**config.mk**
```make
export PLATFORM = sky130hd
export DESIGN_NAME = fill_blit
export DESIGN_NICKNAME = d
export VERILOG_FILES = /design/src/rtl/fill_blit_pkg.sv /design/src/rtl/fill_blit_walk.sv /design/src/rtl/fill_blit_pix.sv /design/src/rtl/fill_blit.sv
export SDC_FILE = /design/constraint.sdc
export NUM_CORES = 1
export LEC_CHECK = 0
export BUFFER_PORTS_ARGS = -buffer_cell sky130_fd_sc_hd__buf_2
export CORE_UTILIZATION = 35
export CTS_BUF_LIST = sky130_fd_sc_hd__clkbuf_8
export DETAILED_ROUTE_END_ITERATION = 6
export SKIP_CTS_REPAIR_TIMING = 1
export SYNTH_ARGS = -nofsm -noshare
export SYNTH_HDL_FRONTEND = slang
export SYNTH_HIERARCHICAL = 1
export SYNTH_SLANG_ARGS = --single-unit
```
**constraint.sdc**
```tcl
create_clock -name clk -period 3.65 [get_ports clk]
set_input_delay 0.1825 -clock clk [delete_from_list [all_inputs] [get_ports clk]]
set_output_delay 0.1825 -clock clk [all_outputs]
set_load 0.01 [all_outputs]
```
**src/rtl/fill_blit_pkg.sv**
```systemverilog
// Package for the fill engine.
// Holds the mode codes, the controller states, the pixel width and the
// raster-operation function. It assumes pixels are at most 16 bits wide.
package fill_blit_pkg;

    localparam int PIXW = 16;

    typedef enum logic [1:0] {
        FILL_SOLID   = 2'd0,
        FILL_PATTERN = 2'd1,
        FILL_KEYED   = 2'd2,
        FILL_RSVD    = 2'd3
    } fill_mode_e;

    typedef enum logic [1:0] {
        ST_IDLE   = 2'd0,
        ST_PAT_RD = 2'd1,
        ST_DST_RD = 2'd2,
        ST_WRITE  = 2'd3
    } fill_state_e;

    // Bitwise Boolean function: bit i of the result is code[{p[i], d[i]}].
    function automatic logic [PIXW-1:0] rop_apply(input logic [3:0] code,
                                                  input logic [PIXW-1:0] p,
                                                  input logic [PIXW-1:0] d);
        logic [PIXW-1:0] r;
        for (int i = 0; i < PIXW; i++) begin
            r[i] = code[{p[i], d[i]}];
        end
        return r;
    endfunction

endpackage

```
**src/rtl/fill_blit_walk.sv**
```systemverilog
// Position walker for the fill engine.
// Tracks the destination pixel (x, y) and the pattern cell (row, col).
// It produces the destination and pattern byte addresses and flags the
// final pixel of the area. It assumes width and height are at least 1
// when load is asserted.
module fill_blit_walk #(
    parameter int AW = 24,
    parameter int CW = 12
) (
    input  logic          clk,
    input  logic          rst_n,
    input  logic          load,
    input  logic          step,
    input  logic          active,
    input  logic          bpp16,
    input  logic [AW-1:0] dst_start,
    input  logic [AW-1:0] pitch,
    input  logic [CW-1:0] width,
    input  logic [CW-1:0] height,
    input  logic [AW-1:0] pat_addr,
    output logic [AW-1:0] dst_addr,
    output logic [AW-1:0] pat_rd_addr,
    output logic          last_px
);
    localparam int CELLW = 3;

    logic             wide_q;
    logic [AW-1:0]    pitch_q, base_q, line_q;
    logic [CW-1:0]    w_q, h_q, x_q, y_q;
    logic [CELLW-1:0] col0_q, col_q, row_q;
    logic [5:0]       origin;
    logic [AW-1:0]    base_d;

    // Split the pattern address into the aligned base and the start pixel.
    always_comb begin
        if (bpp16) begin
            origin = pat_addr[6:1];
            base_d = {pat_addr[AW-1:7], 7'b0};
        end else begin
            origin = pat_addr[5:0];
            base_d = {pat_addr[AW-1:6], 6'b0};
        end
    end

    // Load the geometry at start, then advance one pixel per step with line and cell wrap.
    always_ff @(posedge clk) begin
        if (!rst_n) begin
            wide_q  <= 1'b0;
            pitch_q <= '0;
            base_q  <= '0;
            line_q  <= '0;
            w_q     <= '0;
            h_q     <= '0;
            x_q     <= '0;
            y_q     <= '0;
            col0_q  <= '0;
            col_q   <= '0;
            row_q   <= '0;
        end else if (load) begin
            wide_q  <= bpp16;
            pitch_q <= pitch;
            base_q  <= base_d;
            line_q  <= dst_start;
            w_q     <= width;
            h_q     <= height;
            x_q     <= '0;
            y_q     <= '0;
            col0_q  <= origin[2:0];
            col_q   <= origin[2:0];
            row_q   <= origin[5:3];
        end else if (step && !last_px) begin
            if (x_q == w_q - CW'(1)) begin
                x_q    <= '0;
                y_q    <= y_q + CW'(1);
                col_q  <= col0_q;
                row_q  <= row_q + CELLW'(1);
                line_q <= line_q + pitch_q;
            end else begin
                x_q   <= x_q + CW'(1);
                col_q <= col_q + CELLW'(1);
            end
        end
    end

    // Form the byte addresses from the current position.
    always_comb begin
        dst_addr    = line_q + (wide_q ? (AW'(x_q) << 1) : AW'(x_q));
        pat_rd_addr = base_q + (wide_q ? AW'({row_q, col_q, 1'b0}) : AW'({row_q, col_q}));
        last_px     = (x_q == w_q - CW'(1)) && (y_q == h_q - CW'(1));
    end


    pos_range_chk: assert property (@(posedge clk) disable iff (!rst_n)
        active |-> (x_q < w_q) && (y_q < h_q));

endmodule

```
**src/rtl/fill_blit_pix.sv**
```systemverilog
// Pixel datapath for the fill engine.
// Produces the write value and the skip flag from the mode, the colors,
// the raster-operation code and the pattern and destination pixels that
// were read. It is purely combinational and masks to 8 bits at 8 bpp.
module fill_blit_pix
    import fill_blit_pkg::*;
(
    input  fill_mode_e       mode,
    input  logic             bpp16,
    input  logic [PIXW-1:0]  fg,
    input  logic [PIXW-1:0]  key,
    input  logic [3:0]       rop,
    input  logic [PIXW-1:0]  pat,
    input  logic [PIXW-1:0]  dst,
    output logic [PIXW-1:0]  wdata,
    output logic             skip
);
    logic [PIXW-1:0] msk, fg_m, key_m, pat_m, dst_m, raw;

    // Select the pixel value per mode and detect a key match.
    always_comb begin
        msk   = bpp16 ? {PIXW{1'b1}} : PIXW'(8'hFF);
        fg_m  = fg & msk;
        key_m = key & msk;
        pat_m = pat & msk;
        dst_m = dst & msk;
        skip  = 1'b0;
        unique case (mode)
            FILL_PATTERN: raw = rop_apply(rop, pat_m, dst_m);
            FILL_KEYED: begin
                raw  = pat_m;
                skip = (pat_m == key_m);
            end
            default: raw = fg_m;
        endcase
        wdata = raw & msk;
    end

endmodule

```
**src/rtl/fill_blit.sv**
```systemverilog
// Rectangle fill engine, top level.
// Runs solid, pattern-with-ROP and keyed-pattern fills, one pixel per
// memory access, on a valid/ready port. It assumes the memory returns
// read data combinationally in the cycle the request is accepted.
module fill_blit
    import fill_blit_pkg::*;
#(
    parameter int AW = 24,
    parameter int CW = 12
) (
    input  logic            clk,
    input  logic            rst_n,
    input  logic            start,
    input  logic [1:0]      mode,
    input  logic            bpp16,
    input  logic [AW-1:0]   dst_start,
    input  logic [AW-1:0]   pitch,
    input  logic [CW-1:0]   width,
    input  logic [CW-1:0]   height,
    input  logic [AW-1:0]   pat_addr,
    input  logic [15:0]     fg_color,
    input  logic [15:0]     key_color,
    input  logic [3:0]      rop_code,
    output logic            busy,
    output logic            done,
    output logic            err,
    output logic            mem_valid,
    output logic            mem_we,
    output logic [AW-1:0]   mem_addr,
    output logic [15:0]     mem_wdata,
    input  logic            mem_ready,
    input  logic [15:0]     mem_rdata
);
    fill_state_e     state_q;
    fill_mode_e      mode_q;
    logic            wide_q, done_q, err_q;
    logic [PIXW-1:0] fg_q, key_q, pat_q, dst_q, pix_w;
    logic [3:0]      rop_q;
    logic            bad_req, accept, step, skip, last_px;
    logic [AW-1:0]   dst_addr, pat_rd_addr;

    // Decide whether a start request can be run.
    always_comb begin
        bad_req = (width == '0) || (height == '0) || (mode == 2'd3) ||
                  ((mode != 2'd0) && (width < CW'(2)));
        accept  = (state_q == ST_IDLE) && start && !bad_req;
        step    = (state_q == ST_WRITE) && (skip || mem_ready);
    end

    fill_blit_walk #(.AW(AW), .CW(CW)) walk_i (
        .clk        (clk),
        .rst_n      (rst_n),
        .load       (accept),
        .step       (step),
        .active     (busy),
        .bpp16      (bpp16),
        .dst_start  (dst_start),
        .pitch      (pitch),
        .width      (width),
        .height     (height),
        .pat_addr   (pat_addr),
        .dst_addr   (dst_addr),
        .pat_rd_addr(pat_rd_addr),
        .last_px    (last_px)
    );

    fill_blit_pix pix_i (
        .mode (mode_q),
        .bpp16(wide_q),
        .fg   (fg_q),
        .key  (key_q),
        .rop  (rop_q),
        .pat  (pat_q),
        .dst  (dst_q),
        .wdata(pix_w),
        .skip (skip)
    );

    // Sequence the reads and writes for each pixel and raise the done and error pulses.
    always_ff @(posedge clk) begin
        if (!rst_n) begin
            state_q <= ST_IDLE;
            mode_q  <= FILL_SOLID;
            wide_q  <= 1'b0;
            fg_q    <= '0;
            key_q   <= '0;
            rop_q   <= '0;
            pat_q   <= '0;
            dst_q   <= '0;
            done_q  <= 1'b0;
            err_q   <= 1'b0;
        end else begin
            done_q <= 1'b0;
            err_q  <= 1'b0;
            unique case (state_q)
                ST_IDLE: begin
                    if (start && bad_req) begin
                        err_q <= 1'b1;
                    end else if (accept) begin
                        mode_q  <= fill_mode_e'(mode);
                        wide_q  <= bpp16;
                        fg_q    <= fg_color;
                        key_q   <= key_color;
                        rop_q   <= rop_code;
                        state_q <= (mode == 2'd0) ? ST_WRITE : ST_PAT_RD;
                    end
                end
                ST_PAT_RD: begin
                    if (mem_ready) begin
                        pat_q   <= mem_rdata;
                        state_q <= (mode_q == FILL_PATTERN) ? ST_DST_RD : ST_WRITE;
                    end
                end
                ST_DST_RD: begin
                    if (mem_ready) begin
                        dst_q   <= mem_rdata;
                        state_q <= ST_WRITE;
                    end
                end
                default: begin
                    if (skip || mem_ready) begin
                        if (last_px) begin
                            state_q <= ST_IDLE;
                            done_q  <= 1'b1;
                        end else begin
                            state_q <= (mode_q == FILL_SOLID) ? ST_WRITE : ST_PAT_RD;
                        end
                    end
                end
            endcase
        end
    end

    // Drive the memory request from the current state.
    always_comb begin
        busy      = (state_q != ST_IDLE);
        done      = done_q;
        err       = err_q;
        mem_valid = (state_q == ST_PAT_RD) || (state_q == ST_DST_RD) ||
                    ((state_q == ST_WRITE) && !skip);
        mem_we    = (state_q == ST_WRITE);
        mem_addr  = (state_q == ST_PAT_RD) ? pat_rd_addr : dst_addr;
        mem_wdata = (state_q == ST_WRITE) ? pix_w : '0;
    end


    req_hold_chk: assert property (@(posedge clk) disable iff (!rst_n)
        mem_valid && !mem_ready |=> mem_valid && $stable(mem_addr) &&
                                    $stable(mem_we) && $stable(mem_wdata));

    done_pulse_chk: assert property (@(posedge clk) disable iff (!rst_n)
        done |-> !busy ##1 !done);

    err_idle_chk: assert property (@(posedge clk) disable iff (!rst_n)
        err |-> !busy && !mem_valid);

    idle_quiet_chk: assert property (@(posedge clk) disable iff (!rst_n)
        !busy |-> !mem_valid);

    narrow_data_chk: assert property (@(posedge clk) disable iff (!rst_n)
        mem_valid && mem_we && !wide_q |-> mem_wdata[15:8] == 8'h00);

    key_skip_chk: assert property (@(posedge clk) disable iff (!rst_n)
        mem_valid && mem_we && (mode_q == FILL_KEYED) |->
            mem_wdata != (wide_q ? key_q : {8'h00, key_q[7:0]}));

endmodule

```
Word-level counts from Yosys, hierarchy flattened
Index checks and enable logic that the tools add are counted.
{"block": "totals", "ff_bits": 205, "input_bits": 155, "wordCells": 167, "out_inout_bits": 45}
{"block": "classes", "n_lt_le_gt_ge": 17, "n_eq_ne": 13, "add_sub_neg": 9, "muxes": 63, "n_reduce_logical": 36, "n_bitwise": 8}
{"cell": "two-way mux 24 bit", "count": 4}
{"cell": "AND 16 bit", "count": 5}
{"cell": "adder 24 bit", "count": 3}
{"cell": "< comparator 2 x 3 -> 1 bit, second input constant", "count": 16}
{"cell": "binary-select mux 1 bit (select 2 bit)", "count": 16}
{"cell": "two-way mux 16 bit", "count": 2}
{"cell": "case mux 16 bit (2 select lines)", "count": 1}
{"cell": "adder 12 x 1 -> 12 bit, second input constant", "count": 2}
{"cell": "== test 12 bit", "count": 2}
{"cell": "logical NOT 12 bit", "count": 2}
{"cell": "subtractor 12 x 1 -> 12 bit, second input constant", "count": 2}
{"cell": "two-way mux 1 bit", "count": 20}
{"cell": "two-way mux 3 bit", "count": 6}
{"cell": "== test 16 bit", "count": 1}
{"cell": "two-way mux 2 bit", "count": 8}
{"cell": "two-way mux 7 bit", "count": 2}
{"cell": "two-way mux 13 bit", "count": 1}
{"cell": "< comparator 12 x 2 -> 1 bit, second input constant", "count": 1}
{"cell": "two-way mux 12 bit", "count": 1}
{"cell": "AND reduction 2 bit", "count": 5}
{"cell": "== test 2 bit, second input constant", "count": 4}
{"cell": "logical AND 1 bit", "count": 8}
{"cell": "inequality test 2 bit, second input constant", "count": 4}
{"cell": "nonzero test 2 bit", "count": 4}
{"cell": "other kinds (13)", "count": 26}

Longest topological paths before layout
{"block": "depth", "word_depth": 9, "ltp_mapped": 14}

Modules after synthesis
Netlist, hierarchy kept.
{"module": "fill_blit_walk", "cells_per_inst": 1019, "area_per_inst_um2": 8580.7, "instances": 1, "seq_area_each_um2": 2482.4}
{"module": "fill_blit", "cells_per_inst": 410, "area_per_inst_um2": 3387.0, "instances": 1, "seq_area_each_um2": 1501.4}
{"module": "fill_blit_pix", "cells_per_inst": 113, "area_per_inst_um2": 960.9, "instances": 1, "seq_area_each_um2": 0.0}

Least setup slack after synthesis
No wires, ideal clock.
{"block": "synth_timing", "path_type": "flip-flop to output port", "start": "register walk_i.wide_q", "end": "output port mem_addr[19]", "stages_incl_launch_ff": 13, "setup_slack_ns": 0.107, "required_ns": 3.467, "t_arrival_ns": 3.360, "n_path_buf": 1, "path_cell_list": "dfxtp_1 buf_1 mux2_2 ha_1 a21o_1 a21oi_1 o21bai_1 a21oi_1 a211oi_1 o41ai_1 nor2_1 xor2_1 mux2_2"}
{"block": "synth_between", "elab_chain_cells": 3, "elab_cells_between_ends": 5, "classes_between": "2 x add/sub; 3 x mux"}
{"element": "from (decl)", "line": "fill_blit_walk.sv:27", "rtl": "logic wide_q;"}
{"element": "from (signal assigned)", "line": "fill_blit_walk.sv:60", "rtl": "wide_q <= bpp16;"}
{"element": "two-way mux 13 bit", "line": "fill_blit_walk.sv:87", "rtl": "dst_addr = line_q + (wide_q ? (AW'(x_q) << 1) : AW'(x_q));"}
{"element": "adder 24 bit", "line": "fill_blit_walk.sv:87"}
{"element": "net dst_addr[19]", "line": "fill_blit.sv:40", "rtl": "logic [AW-1:0] dst_addr, pat_rd_addr;"}
{"element": "two-way mux 24 bit", "line": "fill_blit.sv:142", "rtl": "mem_addr = (state_q == ST_PAT_RD) ? pat_rd_addr : dst_addr;"}
{"element": "to (decl)", "line": "fill_blit.sv:29", "rtl": "output logic [AW-1:0] mem_addr,"}
The timed path passes the listed nets, and every way through them passes these cells.

Worst setup path after layout
{"block": "layout_timing", "start": "register walk_i.wide_q", "end": "output port mem_addr[21]"}
The elaborated chain is that of the path after synthesis.

==> run_results.csv <==
group,metric,value,unit
grt,first_global_vias,10883,
grt,met1_usage,27.3,%
timing,min_period,3540,ps
clocking,cts_inserted_buffers,17,
layout,final_util,44.0,%
synth,synth_edf_count,0,
layout,diodes,0,
synth,synth_nets,1749,
die,fp-row-count,70,
setup_path,reg2regPathDepth,11,
detailed_routing,vias,12205,
layout,final-seq-area,3990,um2
place,dpl.cell_count,2133,
worst_hold_path,holdPathStages,3,
die,die_w,194,um
pwr,power.density,455,nW/um2
grt,grt_first_pass_wirelength,58.9,mm
layout,fillerInstances,3577,
layout,num-nets-final,2020,
setup_path,start_kind,"flop",
place,post-dp-hpwl,27.4,mm
setup_path,critPathArrivalTime,3350,ps
clocking,cts.path.max_buffers,2,
synth,synth-warning-count,6,
grt,use_met3,2.85,%
setup_path,worstPathCellList,"mux2_4 -> ha_4 -> a21o_1 -> a21oi_2 -> o21bai_1 -> a21oi_2 -> a211oi_4 -> o41ai_2 -> buf_4 -> nor2_1 -> xor2_1 -> mux2_2 -> buf_2",
layout,stdcell_count,2294,
synth,netlist_area,12900,um2
setup_path,crit_fanout,6,
worst_hold_path,min_path_type,"in -> reg",
setup_path,worstPathRequired,3470,ps
detailed_routing,drc,0,
setup_path,endpoint_kind,"output port",
grt,grt_busiest_layer,"met2",
die,ios,200,
setup_path,slowest_stage,"dfxtp_2",
clocking,cts_tree,"yes",
timing,setup_viol,0,
setup_path,crit_path_start,"walk_i/wide_q",
grt,grt-ovfl-total,0,
detailed_routing,final_antenna_net_count,0,
synth,synthArstFlopShare,0,%
clocking,numClockSinks,199,
timing,worst_pin_slew,911,ps
detailed_routing,drt-pass1-iter-count,5,
setup_path,critPathCapture,"mem_addr[21]",
layout,multi_input_area,8410,um2
grt,antenna_found_initial,0,
synth,yosys_most_used_dff,"dfxtp_1",
pwr,vdd_drop_max,242,uV
place,gp_congestion,0.915,
setup_path,rr_startpoint,"walk_i/w_q[1]",
synth,yosysSeqAreaShare,30.8,%
setup_path,crit_path_max_incr_delay,390,ps
detailed_routing,wl_per_cell,16.9,um
pwr,p_leak,6.58,nW
outcome,violations,"hold timing",
die,start_util,35.5,%
die,die_h,194,um
synth,synth_seq_cells,199,
clocking,cts_root_buf,"clkbuf_8",
synth,postSynthAreaPerCell,8.38,um2
layout,area_delta_synth_final,23.9,%
synth,synth_area_leader_cell,"dfxtp_1",
detailed_routing,wl,38.7,mm
clocking,cts-htree-levels,4,
timing,clock_skew,23.7,ps
grt,grtUsageMet2,30.6,%
clocking,path_clk_slew,100,ps
place,io_buffers,199,
timing,period_share,96.9,%
grt,grt_max_degree,96,
timing,hold_viol_final,1,
synth,netlist-cell-type-count,87,
die,dieArea,37700,um2
grt,track_usage,19.5,%
layout,drive_above_1_share,19.9,%
setup_path,crit_type,"reg -> out",
timing,slew_headroom,39.3,%
clocking,clock_latency,510,ps
flow_run,drv_cap,0,
synth,synth.top_cell.area_share,30.8,%
timing,slew_violations,0,
detailed_routing,vias_per_cell,5.32,
setup_path,rrSetupSlack,260,ps
synth,synth.area.top_cells,"dfxtp_1 31%, mux2i_1 6.0%, nand2_1 5.6%",
setup_path,rr_endpoint,"walk_i/line_q[2]",
timing,hold_slack,-2.80,ps
outcome,status,"finished with violations",
timing,fmax,283,MHz
setup_path,timing.critical_path.mode_cell,"a21oi_2",
die,core-area,36400,um2
detailed_routing,initialDrtViolationCount,654,
synth,syn_inst,1542,
[registers in the layout, summed over array words and instances (netlist names), 4 cells and up]
| register | cells |
|---|---|
| dst_q | 16 |
| fg_q | 16 |
| key_q | 16 |
| pat_q | 16 |
| rop_q | 4 |
| walk_i/base_q | 18 |
| walk_i/h_q | 12 |
| walk_i/line_q | 24 |
| walk_i/pitch_q | 24 |
| walk_i/w_q | 12 |
| walk_i/x_q | 12 |
| walk_i/y_q | 12 |
[cell usage in the layout, fill, tap and decap left out, types with 19 or more instances in the layout]
cell type,n
buf_2,198
dfxtp_1,196
nand2_1,193
dlygate4sd3_1,125
o21ai_0,98
mux2i_1,77
nand3_1,74
nor2b_1,73
nor2_1,71
a21oi_1,55
xnor2_1,51
xor2_1,50
ha_1,46
mux2_2,43
inv_1,42
a21boi_0,33
buf_4,27
and2_1,25
a31oi_1,25
nor3_1,22
a221oi_1,19
nand4_1,19
[worst max-delay path: cells and delay by family, from the launching register on]
family,cells,cell delay [ps]
mux,2,600
flops,1,390
buf+inv,2,330
xor+xnor,1,140
simple gates,1,60
fa+ha+maj,1,210
compound gates,6,1130
[power by group]
part	internal [W]	switching, W	total, W
Sequential	0.00249	0.000379	0.00287
Clock	0.000572	0.000925	0.00150
Combinational	0.00133	0.00161	0.00293
Total	0.00439	0.00291	0.00730
[cells by family after synthesis]
| logic type | Yosys count | share of synthesized area, % |
|---|---|---|
| buffers and inverters | 143 | 4.89 |
| DFF | 199 | 30.8 |
| AOI/OAI and AO/OA | 338 | 17.1 |
| and+or+nand+nor | 572 | 22.6 |
| muxes | 137 | 12.6 |
| xor gates and xnor gates | 101 | 6.84 |
| adders and majority gates | 52 | 5.15 |
[area by class of cell]
cell class	instances	share of cell area, %
clock inverters	15	1.02
inverters	42	0.999
multi-input cells	1200	52.5
repair buffers	353	15.5
clock buffers	17	1.46
flip-flops and latches	199	24.9
well taps	468	3.65
[metrics by stage]
| step | power, W | area [um2] | TNS, ps | setup slack [ps] |
|---|---|---|---|---|
| after floorplan | 0.00489 | 12900 | 0 | 107 |
| after global placement | 0.00563 | 14200 | 0 | 406 |
| after detailed placement | 0.00568 | 14200 | 0 | 366 |
| after CTS | 0.00720 | 14600 | -2300 | -239 |
| after global routing | 0.00777 | 16000 | -166 | -38.5 |
| final | 0.00730 | 16000 | 0 | 114 |
[cells in the mapped netlist (7+ instances only)]
master / instances
nand4_1: 19
nor2_1: 73
nand2b_1: 10
mux2i_1: 77
o2111ai_1: 7
o21bai_1: 7
ha_1: 50
nor4_1: 11
a221oi_1: 19
buf_6: 8
a21boi_0: 33
o21ai_0: 99
nand3_1: 74
nor2b_1: 73
xnor2_1: 51
o21a_1: 7
inv_1: 42
and2_1: 25
mux2_2: 44
a21o_1: 10
a211oi_1: 8
mux4_2: 16
buf_1: 8
nand2_1: 193
a31oi_1: 26
or3_1: 17
dfxtp_1: 199
buf_2: 10
nor3_1: 22
o211ai_1: 9
and3_1: 13
a21oi_1: 59
o21ai_1: 7
clkbuf_1: 71
xor2_1: 50
[layer usage]
layer / wire length [um] / vias to the layer above
met3: 1930 / 52
met2: 17700 / 348
met5: 0 / -
met4: 929 / 0
met1: 18100 / 5754
li1: - / 6051
[worst min-delay path by stage]
stage | startpoint | to
after CTS | fg_color[11] | fg_q[11]
after detailed placement | fg_color[11] | fg_q[11]
after global placement | fg_color[13] | fg_q[13]
after global routing | dst_start[14] | walk_i/line_q[14]
after floorplan | fg_color[11] | fg_q[11]
final | height[2] | walk_i/h_q[2]
Power figures use the tool's default switching activity.
